[src/rtl/mc_ctrl_pkg.sv]
package mc_ctrl_pkg;

  localparam int ST_W = 4;

  typedef enum logic [ST_W-1:0] {
    S_FETCH  = 4'd0,
    S_DECODE = 4'd1,
    S_ADDR   = 4'd2,
    S_LDRD   = 4'd3,
    S_LDWB   = 4'd4,
    S_STWR   = 4'd5,
    S_EXEC   = 4'd6,
    S_RWB    = 4'd7,
    S_BRCH   = 4'd8,
    S_JUMP   = 4'd9
  } st_e;

  typedef enum logic [2:0] {
    C_RTYPE,
    C_LOAD,
    C_STORE,
    C_BRANCH,
    C_JUMP,
    C_NONE
  } cls_e;

  typedef struct packed {
    logic       pc_wr_en;
    logic       pc_wr_br;
    logic       addr_sel;
    logic       mem_rd;
    logic       mem_wr;
    logic       ir_ld;
    logic       wb_sel;
    logic [1:0] pc_src;
    logic [1:0] alu_mode;
    logic       alu_a_sel;
    logic [1:0] alu_b_sel;
    logic       rf_wr;
    logic       dst_sel;
  } ctrl_t;

endpackage

[src/rtl/mc_op_classify.sv]
module mc_op_classify
  import mc_ctrl_pkg::*;
#(
  parameter int              OP_W     = 6,
  parameter logic [OP_W-1:0] OP_RTYPE = 6'h00,
  parameter logic [OP_W-1:0] OP_LOAD  = 6'h23,
  parameter logic [OP_W-1:0] OP_STORE = 6'h2B,
  parameter logic [OP_W-1:0] OP_BEQ   = 6'h04,
  parameter logic [OP_W-1:0] OP_JUMP  = 6'h02
) (
  input  logic [OP_W-1:0] opcode,
  output cls_e            cls
);

  always_comb begin
    if (opcode == OP_RTYPE)      cls = C_RTYPE;
    else if (opcode == OP_LOAD)  cls = C_LOAD;
    else if (opcode == OP_STORE) cls = C_STORE;
    else if (opcode == OP_BEQ)   cls = C_BRANCH;
    else if (opcode == OP_JUMP)  cls = C_JUMP;
    else                         cls = C_NONE;
  end

endmodule

[src/rtl/mc_next_state.sv]
module mc_next_state
  import mc_ctrl_pkg::*;
(
  input  st_e  cur,
  input  cls_e cls,
  output st_e  nxt
);

  always_comb begin
    nxt = S_FETCH;
    unique case (cur)
      S_FETCH:  nxt = S_DECODE;
      S_DECODE: begin
        unique case (cls)
          C_LOAD, C_STORE: nxt = S_ADDR;
          C_RTYPE:         nxt = S_EXEC;
          C_BRANCH:        nxt = S_BRCH;
          C_JUMP:          nxt = S_JUMP;
          default:         nxt = S_FETCH;
        endcase
      end
      S_ADDR:   nxt = (cls == C_STORE) ? S_STWR : S_LDRD;
      S_LDRD:   nxt = S_LDWB;
      S_EXEC:   nxt = S_RWB;
      default:  nxt = S_FETCH;
    endcase
  end

endmodule

[src/rtl/mc_out_decode.sv]
module mc_out_decode
  import mc_ctrl_pkg::*;
(
  input  st_e   st,
  output ctrl_t ctl
);

  always_comb begin
    ctl = '0;
    unique case (st)
      S_FETCH: begin
        ctl.pc_wr_en  = 1'b1;
        ctl.mem_rd    = 1'b1;
        ctl.ir_ld     = 1'b1;
        ctl.alu_b_sel = 2'b01;
      end
      S_DECODE: ctl.alu_b_sel = 2'b11;
      S_ADDR: begin
        ctl.alu_a_sel = 1'b1;
        ctl.alu_b_sel = 2'b10;
      end
      S_LDRD: begin
        ctl.mem_rd   = 1'b1;
        ctl.addr_sel = 1'b1;
      end
      S_LDWB: begin
        ctl.rf_wr  = 1'b1;
        ctl.wb_sel = 1'b1;
      end
      S_STWR: begin
        ctl.mem_wr   = 1'b1;
        ctl.addr_sel = 1'b1;
      end
      S_EXEC: begin
        ctl.alu_a_sel = 1'b1;
        ctl.alu_mode  = 2'b10;
      end
      S_RWB: begin
        ctl.rf_wr   = 1'b1;
        ctl.dst_sel = 1'b1;
      end
      S_BRCH: begin
        ctl.pc_wr_br  = 1'b1;
        ctl.alu_a_sel = 1'b1;
        ctl.alu_mode  = 2'b01;
        ctl.pc_src    = 2'b01;
      end
      S_JUMP: begin
        ctl.pc_wr_en = 1'b1;
        ctl.pc_src   = 2'b10;
      end
      default: ctl = '0;
    endcase
  end

endmodule

[src/rtl/mc_ctrl_fsm.sv]
module mc_ctrl_fsm
  import mc_ctrl_pkg::*;
#(
  parameter int              OP_W     = 6,
  parameter logic [OP_W-1:0] OP_RTYPE = 6'h00,
  parameter logic [OP_W-1:0] OP_LOAD  = 6'h23,
  parameter logic [OP_W-1:0] OP_STORE = 6'h2B,
  parameter logic [OP_W-1:0] OP_BEQ   = 6'h04,
  parameter logic [OP_W-1:0] OP_JUMP  = 6'h02
) (
  input  logic            clk,
  input  logic            rst,
  input  logic [OP_W-1:0] opcode,
  output logic [3:0]      fsm_state,
  output logic            pc_wr_en,
  output logic            pc_wr_br,
  output logic            addr_sel,
  output logic            mem_rd,
  output logic            mem_wr,
  output logic            ir_ld,
  output logic            wb_sel,
  output logic [1:0]      pc_src,
  output logic [1:0]      alu_mode,
  output logic            alu_a_sel,
  output logic [1:0]      alu_b_sel,
  output logic            rf_wr,
  output logic            dst_sel
);

  st_e   state_q;
  st_e   state_nx;
  st_e   state_d;
  cls_e  op_cls;
  ctrl_t ctrl_d;
  ctrl_t ctrl_q;

  mc_op_classify #(
    .OP_W    (OP_W),
    .OP_RTYPE(OP_RTYPE),
    .OP_LOAD (OP_LOAD),
    .OP_STORE(OP_STORE),
    .OP_BEQ  (OP_BEQ),
    .OP_JUMP (OP_JUMP)
  ) u_cls (
    .opcode(opcode),
    .cls   (op_cls)
  );

  mc_next_state u_nxt (
    .cur(state_q),
    .cls(op_cls),
    .nxt(state_nx)
  );

  assign state_d = rst ? S_FETCH : state_nx;

  // Outputs are decoded from the next state and registered with it,
  // so they change in the same cycle as the state and stay glitch-free.
  mc_out_decode u_dec (
    .st (state_d),
    .ctl(ctrl_d)
  );

  always_ff @(posedge clk) begin
    state_q <= state_d;
    ctrl_q  <= ctrl_d;
  end

  assign fsm_state = state_q;
  assign pc_wr_en  = ctrl_q.pc_wr_en;
  assign pc_wr_br  = ctrl_q.pc_wr_br;
  assign addr_sel  = ctrl_q.addr_sel;
  assign mem_rd    = ctrl_q.mem_rd;
  assign mem_wr    = ctrl_q.mem_wr;
  assign ir_ld     = ctrl_q.ir_ld;
  assign wb_sel    = ctrl_q.wb_sel;
  assign pc_src    = ctrl_q.pc_src;
  assign alu_mode  = ctrl_q.alu_mode;
  assign alu_a_sel = ctrl_q.alu_a_sel;
  assign alu_b_sel = ctrl_q.alu_b_sel;
  assign rf_wr     = ctrl_q.rf_wr;
  assign dst_sel   = ctrl_q.dst_sel;

endmodule

[config.mk]
export PLATFORM = sky130hd
export DESIGN_NAME = mc_ctrl_fsm
export DESIGN_NICKNAME = d
export VERILOG_FILES = /design/src/rtl/mc_ctrl_pkg.sv /design/src/rtl/mc_op_classify.sv /design/src/rtl/mc_next_state.sv /design/src/rtl/mc_out_decode.sv /design/src/rtl/mc_ctrl_fsm.sv
export SDC_FILE = /design/constraint.sdc
export NUM_CORES = 1
export LEC_CHECK = 0
export ABC_CLOCK_PERIOD_IN_PS = 2100
export BUFFER_PORTS_ARGS = -buffer_cell sky130_fd_sc_hd__buf_4
export CORE_MARGIN = 1
export CORE_UTILIZATION = 38
export DETAILED_ROUTE_END_ITERATION = 8
export PLACE_DENSITY = 0.61
export SETUP_SLACK_MARGIN = 0.3
export SYNTH_ARGS = -nofsm -noshare
export SYNTH_HDL_FRONTEND = slang
export SYNTH_SLANG_ARGS = --single-unit
[constraint.sdc]
create_clock -name clk -period 2.1 [get_ports clk]
set_input_delay 0.315 -clock clk [delete_from_list [all_inputs] [get_ports clk]]
set_output_delay 0.315 -clock clk [all_outputs]
set_load 0.02 [all_outputs]
After elaboration in Yosys (flattened, before gate mapping):

Cells that the tools add are included.

* memories: 0
* register bits after elaboration: 20
* latch bits: 0
* bits in writable memories: 0
* bits of input ports: 8
* memory bits (read-only): 0

* multiply operators: 0
* shifts and indexed selects: 0
* mux-type cells: 22
* eq/ne operators: 21
* bitwise logic cells: 0
* add/subtract/negate cells: 0
* $lt $le $gt $ge: 0
* reductions and logical operators: 10
* divide/modulo/power cells: 0

Operators by type and width (number)
* 4-bit by 3-bit == test with 1-bit output (second input constant): 5
* 4-bit one-hot mux with 5 select lines: 1
* 4-bit by 2-bit == test with 1-bit output (second input constant): 4
* 4-bit one-hot mux with 4 select lines: 1
* 3-bit 2-to-1 mux: 5
* 6-bit == test (second input constant): 2
* 1-bit 2-to-1 mux: 11
* 2-bit OR reduction: 5
* 4-bit by 1-bit == test with 1-bit output (second input constant): 2
* 4-bit == test (second input constant): 2
* 4-bit zero test: 2
* 2-bit one-hot mux with 2 select lines: 2
* 3-bit by 2-bit == test with 1-bit output (second input constant): 2
* 6-bit by 2-bit == test with 1-bit output (second input constant): 1
* 6-bit by 3-bit == test with 1-bit output (second input constant): 1
* 6-bit zero test: 1
* 2-bit one-hot mux with 3 select lines: 1
* 4-bit 2-to-1 mux: 1
* 3-bit by 1-bit == test with 1-bit output (second input constant): 1
* 3-bit == test (second input constant): 1
* 3-bit zero test: 1
* 3-bit OR reduction: 1

Longest topological paths before layout:

* word-level depth: 14
* depth in mapped cells: 8

Hierarchy:

Synthesis repeated with hierarchy kept, for this count alone.

* cells, all modules: 78
* area, all modules: 830.8 um^2

Modules (own cells, without submodules)
* mc_ctrl_fsm: area an instance 425.4 um^2, cells an instance 24, sequential area each 400.4 um^2, instances 1
* mc_out_decode: area an instance 207.7 um^2, cells an instance 26, sequential area each 0.0 um^2, instances 1
* mc_next_state: area an instance 121.4 um^2, cells an instance 19, sequential area each 0.0 um^2, instances 1
* mc_op_classify: area an instance 76.3 um^2, cells an instance 9, sequential area each 0.0 um^2, instances 1

Worst setup path after synthesis:

No wires, ideal clock.

* kind: flip-flop to flip-flop
* from: register state_q[1] (netlist: fsm_state[1])
* to: register ctrl_q, in the netlist addr_sel
* data required time: 2.024 ns
* data arrival time: 1.629 ns
* path slack: 0.395 ns
* library setup time: 0.076 ns
* clock period less this slack: 1.705 ns
* stages on the path, launching flop included: 8
* cell sequence: dfxtp_1 -> nand2b_1 -> a211oi_4 -> nand2b_1 -> buf_6 -> clkinv_4 -> o21ai_2 -> o22ai_1

RTL lines
* start, declared: RTL line mc_ctrl_fsm.sv:30 `st_e state_q;`
* start signal, assigned: RTL line mc_ctrl_fsm.sv:65 `state_q <= state_d;`
* end signal, assigned: RTL line mc_ctrl_fsm.sv:66 `ctrl_q <= ctrl_d;`
* end, declared: RTL line mc_ctrl_fsm.sv:35 `ctrl_t ctrl_q;`

==> results.txt <==
status -> finished, final reports clean
Die Y -> 48.7 um
CP max-delay cell -> or4b_1
Fillers -> 200
count leader, synth -> dfxtp_1
Final GP Congestion -> 0.774
Tcrit/Tclk final -> 0.811
TritonCTS Buffers -> 3
Final Max Slew Viols -> 0
clk sinks -> 18
Hold Crit Depth -> 4
synthesized area -> 830 um^2
final worst setup slack -> 0.396 ns
clock latency at the later pin of the worst-skew pair -> 0.28 ns
placed insts -> 132
sequential share of the synthesized area -> 0.434
Post-synth EDFFs -> 0
clock skew -> 0.000259 ns
largest net degree at the start of global routing -> 10
ANT cells -> 0
crit-path max FO -> 7
RSZ-0062 raised after global routing -> false
non-filler cells, final -> 137
syn_area_per_cell -> 10.6 um^2
R2R Setup Slk -> 0.40 ns
worst r2r src -> fsm_state[3]
drt first pass iters -> 4
Detailed Route WL -> 1680 um
share of the synthesized area in the top cell type -> 0.434
initial antenna violation count -> 0
DR iter-0 viols -> 9
WL/cell -> 12.3 um
Max-slew headroom -> 0.672
worst path cell trace -> buf_4 -> or4b_1 -> o31a_1 -> nor3_2 -> nor3_1
YS warnings -> 0
cell depth of the worst flop-to-flop path -> 5
Setup violations, final -> 0
hold path start -> opcode[2]
Port Buffers -> 27
footprint of the multi-input gates -> 430 um^2
Crit path required time -> 2.25 ns
Layout Nets -> 120
Max-Cap Viols -> 0
LEAKAGE -> 0.489 nW
Worst setup SP type -> flop
worst hold path type -> in -> reg
critical path class -> reg -> reg
Netlist cell types -> 36
FF/Latch Area -> 362 um^2
Synth area leader -> dfxtp_1
number of global-route vias before repair -> 612
RR Endpoint -> rf_wr
Core Box Area -> 2000 um^2
die area -> 2370 um^2
drt drc -> 0
Period minus WS final -> 1.70 ns
post-route ant nets -> 0
Area Growth Syn to Fin -> 35.0%
clk slew on worst S/H paths -> 0.09 ns
Ports -> 28
Starting Density -> 0.414
cell row count -> 16
first-pass GRT wire length -> 2590 um
CTS tree -> done
Total GRT Usage -> 0.141
CTS root buffer -> clkbuf_4
Die Width -> 48.7 um
share of cells above drive strength 1 -> 0.500
Final Util -> 0.559
largest cells by area after synthesis -> dfxtp_1 (43%), nor3_2 (3.6%), nor2_1 (3.6%)
Critical Path End Type -> flop
delay of the slowest cell on the worst path -> 0.58 ns
Peak VDD IR -> 0.318 mV
Final Hold Fails -> 0
hpwl dp -> 1280 um
via count -> 699
top_reg_cell synth -> dfxtp_1
Tightest Pin Transition -> 0.491 ns
vias per inst -> 5.10
Synth Register Bits -> 18
GR Overflow Total -> 0
syn_nets -> 86
Syn Inst Count -> 78
Longest Clk Path Bufs -> 2
PwrDens -> 550 nW/um^2
top achievable clock speed -> 0.587 GHz
hold path endpoint -> pc_wr_br
ys async rst share -> 0
Critical Path AT -> 1.86 ns
H-tree depth -> 1
setup TNS -> 0 ns
dpl ws -> 0.220 ns
Commonest cells post-synth -> dfxtp_1 (18), nor2_1 (8), nor3_1 (5)
## cell families (layout without fill, tap and decap cells)
group,after synthesis,in the layout,synth area share
AO/OA/AOI/OAI,17,17,0.241
AND/OR/NAND/NOR,33,33,0.247
buffers and inverters,9,41,0.0663
XOR/XNOR,1,1,0.0106
flip-flops,18,18,0.434
## routing by layer
| layer | wire length [um] | part of all wire | vias to the layer above | GRT usage |
|---|---|---|---|---|
| met5 | 0 | 0 | - | 0 |
| met4 | 0 | 0 | 0 | 0.0147 |
| met3 | 109 | 0.065 | 0 | 0.0597 |
| met2 | 816 | 0.48 | 23 | 0.227 |
| met1 | 758 | 0.45 | 329 | 0.180 |
| li1 | - | - | 347 | - |
## report_power, final
group          leakage, nW  switching, mW  internal [mW]
combinational        0.328         0.0566         0.0468
clock               0.0138         0.0900         0.0665
sequential           0.147        0.00539          0.350
total                0.489          0.152          0.464
## timing repair
item	4_1_cts	5_1_grt
resized for setup	1	3
hold buffers	0	0
setup buffers	0	2
cloned	0	0
pin swaps	0	1
setup endpoints to repair	3	6
## cell usage in the layout, fill, tap and decap left out, drive strengths merged, types with 2 or more instances in the layout
cell / n
a21oi: 4
nand3: 4
dfxtp: 18
o31a: 2
clkbuf: 3
buf: 33
nand2b: 2
nand2: 4
o22ai: 2
nor2: 8
nor3: 8
o31ai: 2
inv: 4
## sequential cells by signal, indices dropped and copies added, names as in the netlist
register and count:
fsm_state 4, pc_wr_br 1, alu_b_sel 2, addr_sel 1, pc_src 1, alu_a_sel 1, pc_wr_en 1, wb_sel 1
mem_rd 1, ir_ld 1, rf_wr 1, mem_wr 1, dst_sel 1, alu_mode 1
## metrics by stage
step                instance area, um^2  hold WS [ns]  power, mW
floorplan                           830         0.564      0.423
global placement                   1060         0.727      0.459
detailed placement                 1060         0.725      0.460
CTS                                1090         0.463      0.617
global route                       1120         0.499      0.650
finish                             1120         0.472      0.615
## layout make-up
| class | instances | share of cell area |
|---|---|---|
| flip-flops and latches | 18 | 0.323 |
| multi-input cells | 51 | 0.384 |
| repair buffers | 33 | 0.221 |
| well taps | 27 | 0.0302 |
| clock buffers | 3 | 0.0201 |
| inverters | 5 | 0.0212 |
## worst max-delay path: cells and delay by family, from the launching register on
family / cells / cell delay (ns)
buffers and inverters: 1 / 0.19
and+or+nand+nor: 3 / 0.84
AOI/OAI and AO/OA: 1 / 0.17
DFF: 1 / 0.37
## worst max-delay path by stage
stage	from	to	slack [ns]	depth (start not counted)
6_report	fsm_state[3]	rf_wr	0.40	5
5_1_grt	fsm_state[0]	alu_a_sel	0.29	6
4_1_cts	fsm_state[2]	addr_sel	0.37	6
3_5_place_dp	opcode[5]	rf_wr	0.22	6
3_3_place_gp	opcode[5]	rf_wr	0.23	6
2_1_floorplan	fsm_state[1]	addr_sel	0.39	7
Power figures use the tool's default switching activity.
